$ cat src/rtl/intc_pkg.sv
package intc_pkg;
  localparam int unsigned LVL_W    = 5;
  localparam int unsigned MASK_W   = 4;
  localparam int unsigned LVL_NMI  = 16;
  localparam int unsigned LVL_DBG  = 15;
  localparam int unsigned SRC_NMI  = 0;
  localparam int unsigned SRC_BRK  = 1;
  localparam int unsigned SRC_SDBG = 2;
  localparam int unsigned SRC_IRQ0 = 3;
  localparam int unsigned N_FIXED  = 3;

  typedef logic [LVL_W-1:0]  lvl_t;
  typedef logic [MASK_W-1:0] mask_t;
endpackage

$ cat src/rtl/intc_sync.sv
module intc_sync #(
  parameter int unsigned W = 1
) (
  input  logic         clk_i,
  input  logic         rst_ni,
  input  logic [W-1:0] d_i,
  output logic [W-1:0] q_o
);
  logic [W-1:0] s1_q, s2_q;

  always_ff @(posedge clk_i or negedge rst_ni) begin
    if (!rst_ni) begin
      s1_q <= '0;
      s2_q <= '0;
    end else begin
      s1_q <= d_i;
      s2_q <= s1_q;
    end
  end

  assign q_o = s2_q;
endmodule

$ cat src/rtl/intc_edge_latch.sv
module intc_edge_latch (
  input  logic clk_i,
  input  logic rst_ni,
  input  logic sig_i,
  input  logic rise_i,
  input  logic en_i,
  input  logic clr_i,
  output logic pend_o
);
  logic prev_q, pend_q, hit;

  // compare against last cycle's value only; select change alone is no edge
  assign hit = en_i & (rise_i ? (sig_i & ~prev_q) : (~sig_i & prev_q));

  always_ff @(posedge clk_i or negedge rst_ni) begin
    if (!rst_ni) begin
      prev_q <= 1'b0;
      pend_q <= 1'b0;
    end else begin
      prev_q <= sig_i;
      pend_q <= hit | (pend_q & ~clr_i);
    end
  end

  assign pend_o = pend_q;
endmodule

$ cat src/rtl/intc_arb.sv
module intc_arb
  import intc_pkg::*;
#(
  parameter int unsigned N_SRC = 11,
  parameter int unsigned ID_W  = $clog2(N_SRC)
) (
  input  logic [N_SRC-1:0]            req_i,
  input  logic [N_SRC-1:0][LVL_W-1:0] lvl_i,
  input  mask_t                       mask_i,
  output logic                        accept_o,
  output logic [ID_W-1:0]             id_o,
  output mask_t                       new_mask_o
);
  lvl_t            best_lvl;
  logic [ID_W-1:0] best_id;

  always_comb begin
    best_lvl = '0;
    best_id  = '0;
    // ascending scan with strict compare: ties stay with lower number
    for (int i = 0; i < int'(N_SRC); i++) begin
      if (req_i[i] && (lvl_i[i] > {1'b0, mask_i}) && (lvl_i[i] > best_lvl)) begin
        best_lvl = lvl_i[i];
        best_id  = ID_W'(i);
      end
    end
  end

  assign accept_o   = (best_lvl != '0);
  assign id_o       = best_id;
  assign new_mask_o = (best_lvl == lvl_t'(LVL_NMI)) ? mask_t'(LVL_DBG) : best_lvl[MASK_W-1:0];
endmodule

$ cat src/rtl/intc_accept.sv
module intc_accept
  import intc_pkg::*;
#(
  parameter int unsigned N_IRQ = 4,
  parameter int unsigned N_PER = 4,
  localparam int unsigned N_PR  = N_IRQ + N_PER,
  localparam int unsigned N_SRC = N_FIXED + N_PR,
  localparam int unsigned SEL_W = (N_PR > 1) ? $clog2(N_PR) : 1,
  localparam int unsigned ID_W  = $clog2(N_SRC)
) (
  input  logic              clk_i,
  input  logic              rst_ni,
  input  logic              nmi_i,
  input  logic              nmi_rise_i,
  input  logic              dbg_brk_i,
  input  logic              sdbg_i,
  input  logic [N_IRQ-1:0]  irq_i,
  input  logic [N_IRQ-1:0]  irq_edge_i,
  input  logic [N_PER-1:0]  per_i,
  input  logic              prio_we_i,
  input  logic [SEL_W-1:0]  prio_sel_i,
  input  logic [3:0]        prio_lvl_i,
  input  logic [3:0]        mask_i,
  input  logic              ack_i,
  output logic              accept_o,
  output logic [ID_W-1:0]   accept_id_o,
  output logic [3:0]        new_mask_o
);
  localparam int unsigned RAW_W = N_FIXED + N_PR;

  logic [RAW_W-1:0]            raw_s;
  logic                        nmi_s, brk_s, sdbg_s;
  logic [N_IRQ-1:0]            irq_s, irq_lat, irq_req;
  logic [N_PER-1:0]            per_s;
  logic                        nmi_pend, sdbg_pend;
  logic [N_SRC-1:0]            clr;
  logic [N_SRC-1:0]            req;
  logic [N_SRC-1:0][LVL_W-1:0] lvl;
  logic [N_PR-1:0][MASK_W-1:0] prio_q;

  intc_sync #(.W(RAW_W)) u_sync (
    .clk_i (clk_i),
    .rst_ni(rst_ni),
    .d_i   ({per_i, irq_i, sdbg_i, dbg_brk_i, nmi_i}),
    .q_o   (raw_s)
  );

  assign nmi_s  = raw_s[0];
  assign brk_s  = raw_s[1];
  assign sdbg_s = raw_s[2];
  assign irq_s  = raw_s[N_FIXED +: N_IRQ];
  assign per_s  = raw_s[N_FIXED+N_IRQ +: N_PER];

  // ack clears only the source currently offered
  always_comb begin
    for (int i = 0; i < int'(N_SRC); i++) begin
      clr[i] = ack_i & accept_o & (accept_id_o == ID_W'(i));
    end
  end

  intc_edge_latch u_nmi (
    .clk_i (clk_i),
    .rst_ni(rst_ni),
    .sig_i (nmi_s),
    .rise_i(nmi_rise_i),
    .en_i  (1'b1),
    .clr_i (clr[SRC_NMI]),
    .pend_o(nmi_pend)
  );

  intc_edge_latch u_sdbg (
    .clk_i (clk_i),
    .rst_ni(rst_ni),
    .sig_i (sdbg_s),
    .rise_i(1'b1),
    .en_i  (1'b1),
    .clr_i (clr[SRC_SDBG]),
    .pend_o(sdbg_pend)
  );

  for (genvar g = 0; g < int'(N_IRQ); g++) begin : g_irq
    intc_edge_latch u_lat (
      .clk_i (clk_i),
      .rst_ni(rst_ni),
      .sig_i (irq_s[g]),
      .rise_i(1'b1),
      .en_i  (irq_edge_i[g]),
      .clr_i (clr[SRC_IRQ0+g]),
      .pend_o(irq_lat[g])
    );
    assign irq_req[g] = irq_edge_i[g] ? irq_lat[g] : irq_s[g];
  end

  always_ff @(posedge clk_i or negedge rst_ni) begin
    if (!rst_ni) begin
      prio_q <= '0;
    end else if (prio_we_i && (32'(prio_sel_i) < N_PR)) begin
      prio_q[prio_sel_i] <= prio_lvl_i;
    end
  end

  assign req[SRC_NMI]  = nmi_pend;
  assign req[SRC_BRK]  = brk_s;
  assign req[SRC_SDBG] = sdbg_pend;
  assign req[N_FIXED +: N_IRQ]       = irq_req;
  assign req[N_FIXED+N_IRQ +: N_PER] = per_s;

  assign lvl[SRC_NMI]  = lvl_t'(LVL_NMI);
  assign lvl[SRC_BRK]  = lvl_t'(LVL_DBG);
  assign lvl[SRC_SDBG] = lvl_t'(LVL_DBG);
  for (genvar p = 0; p < int'(N_PR); p++) begin : g_lvl
    assign lvl[N_FIXED+p] = {1'b0, prio_q[p]};
  end

  intc_arb #(.N_SRC(N_SRC), .ID_W(ID_W)) u_arb (
    .req_i     (req),
    .lvl_i     (lvl),
    .mask_i    (mask_i),
    .accept_o  (accept_o),
    .id_o      (accept_id_o),
    .new_mask_o(new_mask_o)
  );
endmodule

$ cat config.mk
export PLATFORM = sky130hd
export DESIGN_NAME = intc_accept
export DESIGN_NICKNAME = d
export VERILOG_FILES = /design/src/rtl/intc_pkg.sv /design/src/rtl/intc_sync.sv /design/src/rtl/intc_edge_latch.sv /design/src/rtl/intc_arb.sv /design/src/rtl/intc_accept.sv
export SDC_FILE = /design/constraint.sdc
export NUM_CORES = 1
export LEC_CHECK = 0
export ABC_AREA = 1
export ABC_CLOCK_PERIOD_IN_PS = 18800
export BUFFER_PORTS_ARGS = -buffer_cell sky130_fd_sc_hd__buf_4
export CAP_MARGIN = 20
export CORE_AREA = 2 2 118 120
export DETAILED_ROUTE_END_ITERATION = 8
export DIE_AREA = 0 0 120 122
export SKIP_CTS_REPAIR_TIMING = 1
export SKIP_LAST_GASP = 1
export SYNTH_ARGS = -nofsm -noshare
export SYNTH_HDL_FRONTEND = slang
export SYNTH_HIERARCHICAL = 1
export SYNTH_SLANG_ARGS = --single-unit
export TNS_END_PERCENT = 10
$ cat constraint.sdc
create_clock -name clk_i -period 18.8 [get_ports clk_i]
set_input_delay 1.88 -clock clk_i [delete_from_list [all_inputs] [get_ports clk_i]]
set_output_delay 1.88 -clock clk_i [all_outputs]
set_load 0.01 [all_outputs]
Word-level counts from Yosys, hierarchy flattened
Cells that the tools add are included.

operators by class
  magnitude comparators = 22
  equality and inequality tests = 6
  mux-type cells = 30
  bitwise operators = 43
  reductions and logical operators = 24

operators with widths
  cell                number
  $mux 5              11
  $gt 4x5->1          8
  $bwmux 32           1
  $gt 4x4->1          8
  $and 1x1->1         24
  $logic_and 1x1->1   22
  $mux 4              5
  $not 1->1           13
  $demux 4 s3         1
  $eq 4x3->1 const B  3
  $mux 3              4
  $gt 4x5->1 const A  2
  $eq 4x2->1 const B  2
  $mux 1              6
  $or 1x1->1          6
  $eq 5x5->1 const B  1
  $gt 5x4->1 const A  1
  $reduce_bool 5->1   1
  $gt 4x4->1 const A  1
  $logic_not 4->1     1
  $lt 3x4->1 const B  1
  $mux 2              2
  $ge 3x1->1 const B  1

storage, ports and cells
  bits in registers = 66
  bits of input ports = 31
  output and inout bits = 9
  logic and storage cells = 147

Depth between registers and ports, before layout
Gate-level depths: netlist of run 1.

  depth in word-level cells = 39
  mapped depth = 109
  mapped depth without buffers = 103

Hierarchy
The synthesis of run 1 kept the hierarchy.

by module, submodules not included
  module           instances  cells each  area an instance (um^2)  sequential area each (um^2)
  intc_arb         1          595         3,677.3                  0.0
  intc_accept      1          191         1,451.4                  800.8
  intc_sync        1          22          550.5                    550.5
  intc_edge_latch  6          11          85.1                     50.0

Worst setup path after synthesis of run 1
No wires, ideal clock.

  path kind = input-to-output
  start point = in mask_i[3]
  end point = out new_mask_o[0]
  arrival = 12,617 ps
  required time = 16,920 ps
  slack = 4,303 ps
  stages on the path = 87
  buffers on the path = 8
  cell sequence = inv_1 -> ha_1 -> nand2_2 -> nor2_1 -> nand2_1 -> nand2_1 -> nor2_2 -> nand3_2 -> buf_6 -> nand2_1 -> o21ai_0 -> ha_1 -> nand2_1 -> nor2_2 -> a21boi_0 -> nand4_1 -> buf_4 -> nand2_1 -> (+51 left out) -> and2_1 -> ha_1 -> nand4_1 -> o221ai_1 -> nand3_1 -> buf_2 -> or2_2 -> nand2_1 -> ha_1 -> nand4_1 -> o221ai_1 -> nand3_1 -> inv_1 -> nand2_1 -> nand2_2 -> nor2_4 -> nand3_2 -> nand2_1

between the ends
  word-level cells in the longest chain between the ends = 35
  elaborated cells between the ends (all ways) = 54
  classes of those cells = 20 x order compare; 1 x eq/ne; 12 x mux; 21 x reduce/logical

RTL lines
  what                line               source
  start: declaration  intc_accept.sv:23  input logic [3:0] mask_i,
  $gt 5x4->1          intc_arb.sv:22     if (req_i[i] && (lvl_i[i] > {1'b0, mask_i}) && (lvl_i[i] > best_lvl)) begin
  $logic_and 1x1->1   intc_arb.sv:22
  $mux 5              intc_arb.sv:22
  $gt 4x5->1          intc_arb.sv:22
  $logic_and 1x1->1   intc_arb.sv:22
  $mux 5              intc_arb.sv:22
  $gt 4x5->1          intc_arb.sv:22
  $logic_and 1x1->1   intc_arb.sv:22
  (+19 left out)      --
  $gt 4x5->1          intc_arb.sv:22
  $logic_and 1x1->1   intc_arb.sv:22
  $mux 5              intc_arb.sv:22
  $gt 4x5->1          intc_arb.sv:22
  $logic_and 1x1->1   intc_arb.sv:22
  $mux 5 (*)          intc_arb.sv:22
  $eq 5x5->1          intc_arb.sv:31     assign new_mask_o = (best_lvl == lvl_t'(LVL_NMI)) ? mask_t'(LVL_DBG) : best_lvl[MASK_W-1:0];
  $mux 4 (*)          intc_arb.sv:31
  end: declaration    intc_accept.sv:27  output logic [3:0] new_mask_o

Mark *: on every way between the ends. The rest lies on a longest branch, timed or not.

Worst setup path in the final report of run 1
  start point = in mask_i[1]
  end point = out accept_o

between the ends
  word-level cells in the longest chain between the ends = 34
  elaborated cells between the ends (all ways) = 53
  classes of those cells = 20 x order compare; 11 x mux; 22 x reduce/logical

RTL lines
  what                   line               source
  $gt 5x4->1             intc_arb.sv:22
  $logic_and 1x1->1      intc_arb.sv:22
  $mux 5                 intc_arb.sv:22
  $gt 4x5->1             intc_arb.sv:22
  $logic_and 1x1->1      intc_arb.sv:22
  $mux 5                 intc_arb.sv:22
  $gt 4x5->1             intc_arb.sv:22
  $logic_and 1x1->1      intc_arb.sv:22
  (+18 left out)         --
  $mux 5                 intc_arb.sv:22
  $gt 4x5->1             intc_arb.sv:22
  $logic_and 1x1->1      intc_arb.sv:22
  $mux 5                 intc_arb.sv:22
  $gt 4x5->1             intc_arb.sv:22
  $logic_and 1x1->1      intc_arb.sv:22
  $mux 5 (*)             intc_arb.sv:22
  $reduce_bool 5->1 (*)  intc_arb.sv:29     assign accept_o = (best_lvl != '0);
  end: declaration       intc_accept.sv:25  output logic accept_o,

Marks and branches as above.

==> results.ini, run 1 <==
[outcome]
status=complete, no violations

[critical_path]
crit_fanout=13
required_ns=16.92
worst-path-stages=82
path_buf_inv=9
cp_top_family=simple AND/OR/NAND/NOR gates
crit_path_end_kind=output port
cpMostUsedCell=nand2_1
critical_path_class=in2out
r2r.worst_path.cells=83
worstSetupStartpointType=input port
cp.arrival_ns=15.14
crit_slowest_cell=inv_1
crit_path_max_incr_delay_ns=0.50

[routing]
wirelength_um=14570
first_pass_iters=5
drcViolationCount=0
wl_met2_um=6235
vias=5517
wirelength_met1_um=7621
vias_per_cell=4.695
ant_nets=0
drt_iter0_drc=351
top_layer_used=met4
wl_met3_um=555
routedWlPerCell_um=12.40

[placed_design]
port_buffers=39
post-dp-hpwl_um=11260
placedCellCount=1159
place_congestion=0.8949

[pwr]
p_sw_w=0.0006945
p_int_w=0.0006166
leakagePower_nw=4.079
clockPowerShare_pct=12.3
power_frac_seq_pct=14.2
p_per_area_mw_per_mm2=182.5
comb_power_share_pct=73.5
switching_share_pct=52.97
ir_drop_mv=0.2834

[floorplanning]
die-area_sq_mm=0.01464
rows=43
die_h_um=122
start_util_pct=45.84
die_w_um=120
core_sq_mm=0.01350
io_pins=40

[yosys]
synth_edf_count=0
ys_warn_count=6
synth_ff_type=dfrtp_1
synth_area_sq_mm=0.006190
ys_types=41
synth_top_area_share_pct=26.68
synth.avg_cell_area_sq_um=7.082
syn_inst=874
ys_seq_elements=66
synth_area_leaders=dfrtp_1 (27%), ha_1 (17%), nand2_1 (16%), inv_1 (6.9%), nand3_1 (5.5%)
yosysSeqAreaShare_pct=26.68
yosys.area.top_type=dfrtp_1
async_flop_share_pct=100.0

[finish]
stdcell_count=1175
final_common_cell=nand2_1
n_antenna_cell=0
nets=1105
area_growth_pct=16.09
fillers=1372
mostFrequentLayoutCells=nand2_1 (267), inv_1 (114), ha_1 (84), conb_1 (81), nand3_1 (68)
drive_gt1_share_pct=14.87

[grt]
antenna_found_initial=0
grt_max_degree=67
grt_pass1_vias=5057
grtUsageTotal_pct=21.35
grt_overflow=0
grt_pass1_wl_um=24810

[clock_tree]
htree_num_levels=3
cts-root-buf=clkbuf_16
cts_tree=built
cts.sinks=66
clock_latency_ns=0.34
clk_pin_slew_ns=0.06
ctsLongestPathBuffers=2
cts_made_buffers=9

[timing]
final_hold_viol_count=0
min_period_ns=17.02
worstMarginPinSlew_ns=0.8508
tns_ns=0
slew_viol_final=0
rsz0062_at_grt=no
relSlewSlack_pct=43.28
fmax_ghz=0.05875
setup_viol=0
fin_skew_ns=0.01036
timing.final.crit_share_pct=90.54

[hold_path]
hp-class=reg2reg
whs_path_depth=0

[run]
max_cap_violations=0

metal layers:
layer | track usage (%) | up-vias
met2 | 33.27 | 95
met1 | 31.50 | 2438
li1 | - | 2973
met5 | 0 | -
met4 | 4.559 | 0
met3 | 2.949 | 11
stage by stage:
| stage | utilization [%] | area, sq um | setup slack, ns | total power (W) | hold slack (ns) |
|---|---|---|---|---|---|
| after floorplan | - | 6486 | 4.303 | 0.0009149 | 0.3312 |
| after global placement | 51.14 | 6905 | 1.980 | 0.001140 | 0.3324 |
| after detailed placement | 51.14 | 6905 | 1.902 | 0.001142 | 0.3347 |
| after CTS | 53.21 | 7186 | 1.826 | 0.001312 | 0.3485 |
| after global routing | 53.21 | 7186 | 0.2364 | 0.001461 | 0.3520 |
| final | 53.21 | 7186 | 1.778 | 0.001311 | 0.3470 |
cells by family after synthesis:
family / synth area share [%]
buffers and inverters: 8.894
AND/OR/NAND/NOR: 38.85
AO/OA/AOI/OAI: 8.470
flip-flops: 26.68
other: 0.1213
adder cells (fa/ha/maj): 16.98
path summary, 6_finish.rpt:
kind	startpoint	endpoint	slack [ns]
min	u_sync/s1_q[9]	u_sync/q_o[9]	0.35
min reg2reg	u_sync/s1_q[9]	u_sync/q_o[9]	0.35
min in group asynchronous	rst_ni	u_sync/q_o[7]	1.64
max	mask_i[1]	accept_o	1.78
max in group asynchronous	rst_ni	u_nmi/pend_o	16.59
max reg2reg	u_nmi/pend_o	u_nmi/pend_o	5.32
registers in the layout, indices dropped and copies added, names as in the netlist:
register / count
lvl: 32
u_sync/q_o: 11
u_sync/s1_q: 11
g_irq.u_lat/pend_o: 4
g_irq.u_lat/prev_q: 4
u_nmi/pend_o: 1
u_nmi/prev_q: 1
u_sdbg/pend_o: 1
u_sdbg/prev_q: 1
power groups by stage:
stage	combinational, W	sequential (W)	clock [W]
final	0.000963	0.000187	0.000161
after global routing	0.00110	0.000191	0.000170
after global placement	0.000950	0.000190	0
after detailed placement	0.000952	0.000189	0
after CTS	0.000960	0.000187	0.000164
after floorplan	0.000734	0.000181	0
synthesized netlist by cell type (2+ instances only):
| library cell | instances |
|---|---|
| a21oi_1 | 26 |
| nor2_4 | 8 |
| inv_2 | 5 |
| nand3_2 | 17 |
| o21bai_1 | 6 |
| buf_6 | 5 |
| nand3_1 | 68 |
| nor2_2 | 10 |
| or2_2 | 4 |
| o21ai_0 | 36 |
| clkbuf_1 | 4 |
| o21a_1 | 5 |
| a21oi_2 | 3 |
| inv_1 | 114 |
| nor2_1 | 54 |
| o21ai_1 | 2 |
| and2_1 | 3 |
| or2_1 | 2 |
| nand4_1 | 14 |
| nand2_4 | 5 |
| nand3b_1 | 12 |
| o221ai_1 | 2 |
| buf_4 | 3 |
| nand2_2 | 34 |
| conb_1 | 2 |
| nand2_1 | 267 |
| dfrtp_1 | 66 |
| ha_1 | 84 |
layout make-up:
cell class                      count  area (sq um)  area share (%)
Tap cell                          180         225.2           3.134
Clock inverter                      6         41.29          0.5746
Sequential cell                    66          1652           22.98
Multi-Input combinational cell    754          4284           59.62
Inverter                          120         451.7           6.286
Clock buffer                       10         239.0           3.326
Timing Repair Buffer               39         292.8           4.075
Note: power is estimated with default switching activity, not from simulation.
==> inputs of run 2 (changes only) <==
--- a/config.mk
+++ b/config.mk
@@ -12,6 +12,8 @@
 export CORE_AREA = 2 2 118 120
 export DETAILED_ROUTE_END_ITERATION = 8
 export DIE_AREA = 0 0 120 122
+export GPL_ROUTABILITY_DRIVEN = 1
+export MAX_ROUTING_LAYER = met4
 export SKIP_CTS_REPAIR_TIMING = 1
 export SKIP_LAST_GASP = 1
 export SYNTH_ARGS = -nofsm -noshare
==> results.ini, run 2 (same netlist as run 1, synthesis figures left out) <==
[finish]
final_common_cell=nand2_1
largest_register_ff_count=32
area_growth_pct=16.09
seqCellArea_sq_mm=0.001652
final_util_pct=53.21
nets=1105
n_antenna_cell=0
mostFrequentLayoutCells=nand2_1 (267), inv_1 (114), ha_1 (84), conb_1 (81), nand3_1 (68)
drive_gt1_share_pct=14.87
multi_input_area_sq_mm=0.004284
fillers=1372

[placed_design]
post-dp-hpwl_um=11260
port_buffers=39
place_congestion=0.9100

[timing]
final_hold_viol_count=0
setup_viol=0
min_period_ns=17.03
relSlewSlack_pct=43.19
slew_viol_final=0
timing.final.crit_share_pct=90.58
fin_skew_ns=0.009944
fmax_ghz=0.05873
worstMarginPinSlew_ns=0.8521
tns_ns=0
rsz0062_at_grt=no

[routing]
drcViolationCount=0
drt_iter0_drc=373
routedWlPerCell_um=12.44
ant_nets=0
wirelength_um=14620
vias_per_cell=4.681
vias=5500
first_pass_iters=5

[floorplanning]
die-area_sq_mm=0.01464
die_w_um=120
start_util_pct=45.84
die_h_um=122
core_sq_mm=0.01350
rows=43
io_pins=40

[pwr]
switching_share_pct=53.05
ir_drop_mv=0.2844
clockPowerShare_pct=12.2
total_power_w=0.001313
power_frac_seq_pct=14.2
comb_power_share_pct=73.5
p_sw_w=0.0006967
leakagePower_nw=4.079
p_int_w=0.0006167
p_per_area_mw_per_mm2=182.8

[hold_path]
hp-class=reg2reg
whs_path_depth=0
min_to=u_sync/q_o[9]
hold_path.startpoint=u_sync/s1_q[9]

[grt]
grt_overflow=0
grtUsageTotal_pct=21.98
top_usage_layer=met2
grt_pass1_wl_um=24810
grt_max_degree=67
gr-usage-met3_pct=2.856
antenna_found_initial=0
grt_use_met2_pct=33.31
grt_pass1_vias=5054
met1_usage_pct=31.53

[critical_path]
r2r_slack_ns=5.32
rr_endpoint=u_nmi/pend_o
crit_path_max_incr_delay_ns=0.50
crit_path_start=mask_i[1]
cpMostUsedCell=nand2_1
required_ns=16.92
r2r.worst_path.cells=83
reg2reg_from=u_nmi/pend_o
cp.arrival_ns=15.15
crit_path_end_kind=output port
critical_path_class=in2out
crit_fanout=13
worstSetupStartpointType=input port
crit_slowest_cell=inv_1

[clock_tree]
ctsLongestPathBuffers=2
cts_tree=built
htree_num_levels=3
cts-root-buf=clkbuf_16
clock_latency_ns=0.34
cts.sinks=66
clk_pin_slew_ns=0.06
cts_made_buffers=9

[run]
max_cap_violations=0

[outcome]
status=complete, no violations

-- run 2: cell counts in the layout (fill, tap and decap cells not counted) --
Identical to the previous run, type by type.
-- run 2: worst max path at each step --
| stage | to | cells after the start |
|---|---|---|
| floorplan | new_mask_o[0] | 87 |
| global placement | accept_o | 83 |
| detailed placement | accept_o | 82 |
| CTS | accept_o | 83 |
| global route | accept_o | 85 |
| finish | accept_o | 82 |
-- run 2: power groups by stage --
stage / Sequential (W) / Clock, W / Combinational [W]
global route: 0.000191 / 0.000170 / 0.00110
detailed placement: 0.000189 / 0 / 0.000952
floorplan: 0.000181 / 0 / 0.000734
global placement: 0.000190 / 0 / 0.000950
CTS: 0.000187 / 0.000164 / 0.000960
finish: 0.000187 / 0.000161 / 0.000966
-- run 2: stage by stage --
| stage | setup WS (ns) | instances | instance area (sq um) | hold WS [ns] |
|---|---|---|---|---|
| global route | 0.2212 | 1175 | 7186 | 0.3520 |
| global placement | 1.980 | 1159 | 6905 | 0.3324 |
| floorplan | 4.303 | 953 | 6486 | 0.3312 |
| finish | 1.772 | 1175 | 7186 | 0.3470 |
| detailed placement | 1.902 | 1159 | 6905 | 0.3347 |
| CTS | 1.826 | 1175 | 7186 | 0.3485 |
-- run 2: layout make-up --
cell class | count | area share [%]
clock inverters | 6 | 0.5746
multi-input cells | 754 | 59.62
repair buffers | 39 | 4.075
inverters | 120 | 6.286
clock buffers | 10 | 3.326
flip-flops and latches | 66 | 22.98
well taps | 180 | 3.134
-- run 2: metal layers --
layer	up-vias	routed length, um	part of all wire, %
met2	92	6247	43
met5	-	0	0
met1	2423	7713	53
met3	13	499	3.4
li1	2972	-	-
met4	0	159	1.1
-- run 2: critical path: cells and delay by family --
kind,cells,cell delay [ns]
simple gates,47,6.04
fa+ha+maj,10,3.08
compound gates,16,2.81
buf+inv,9,1.35
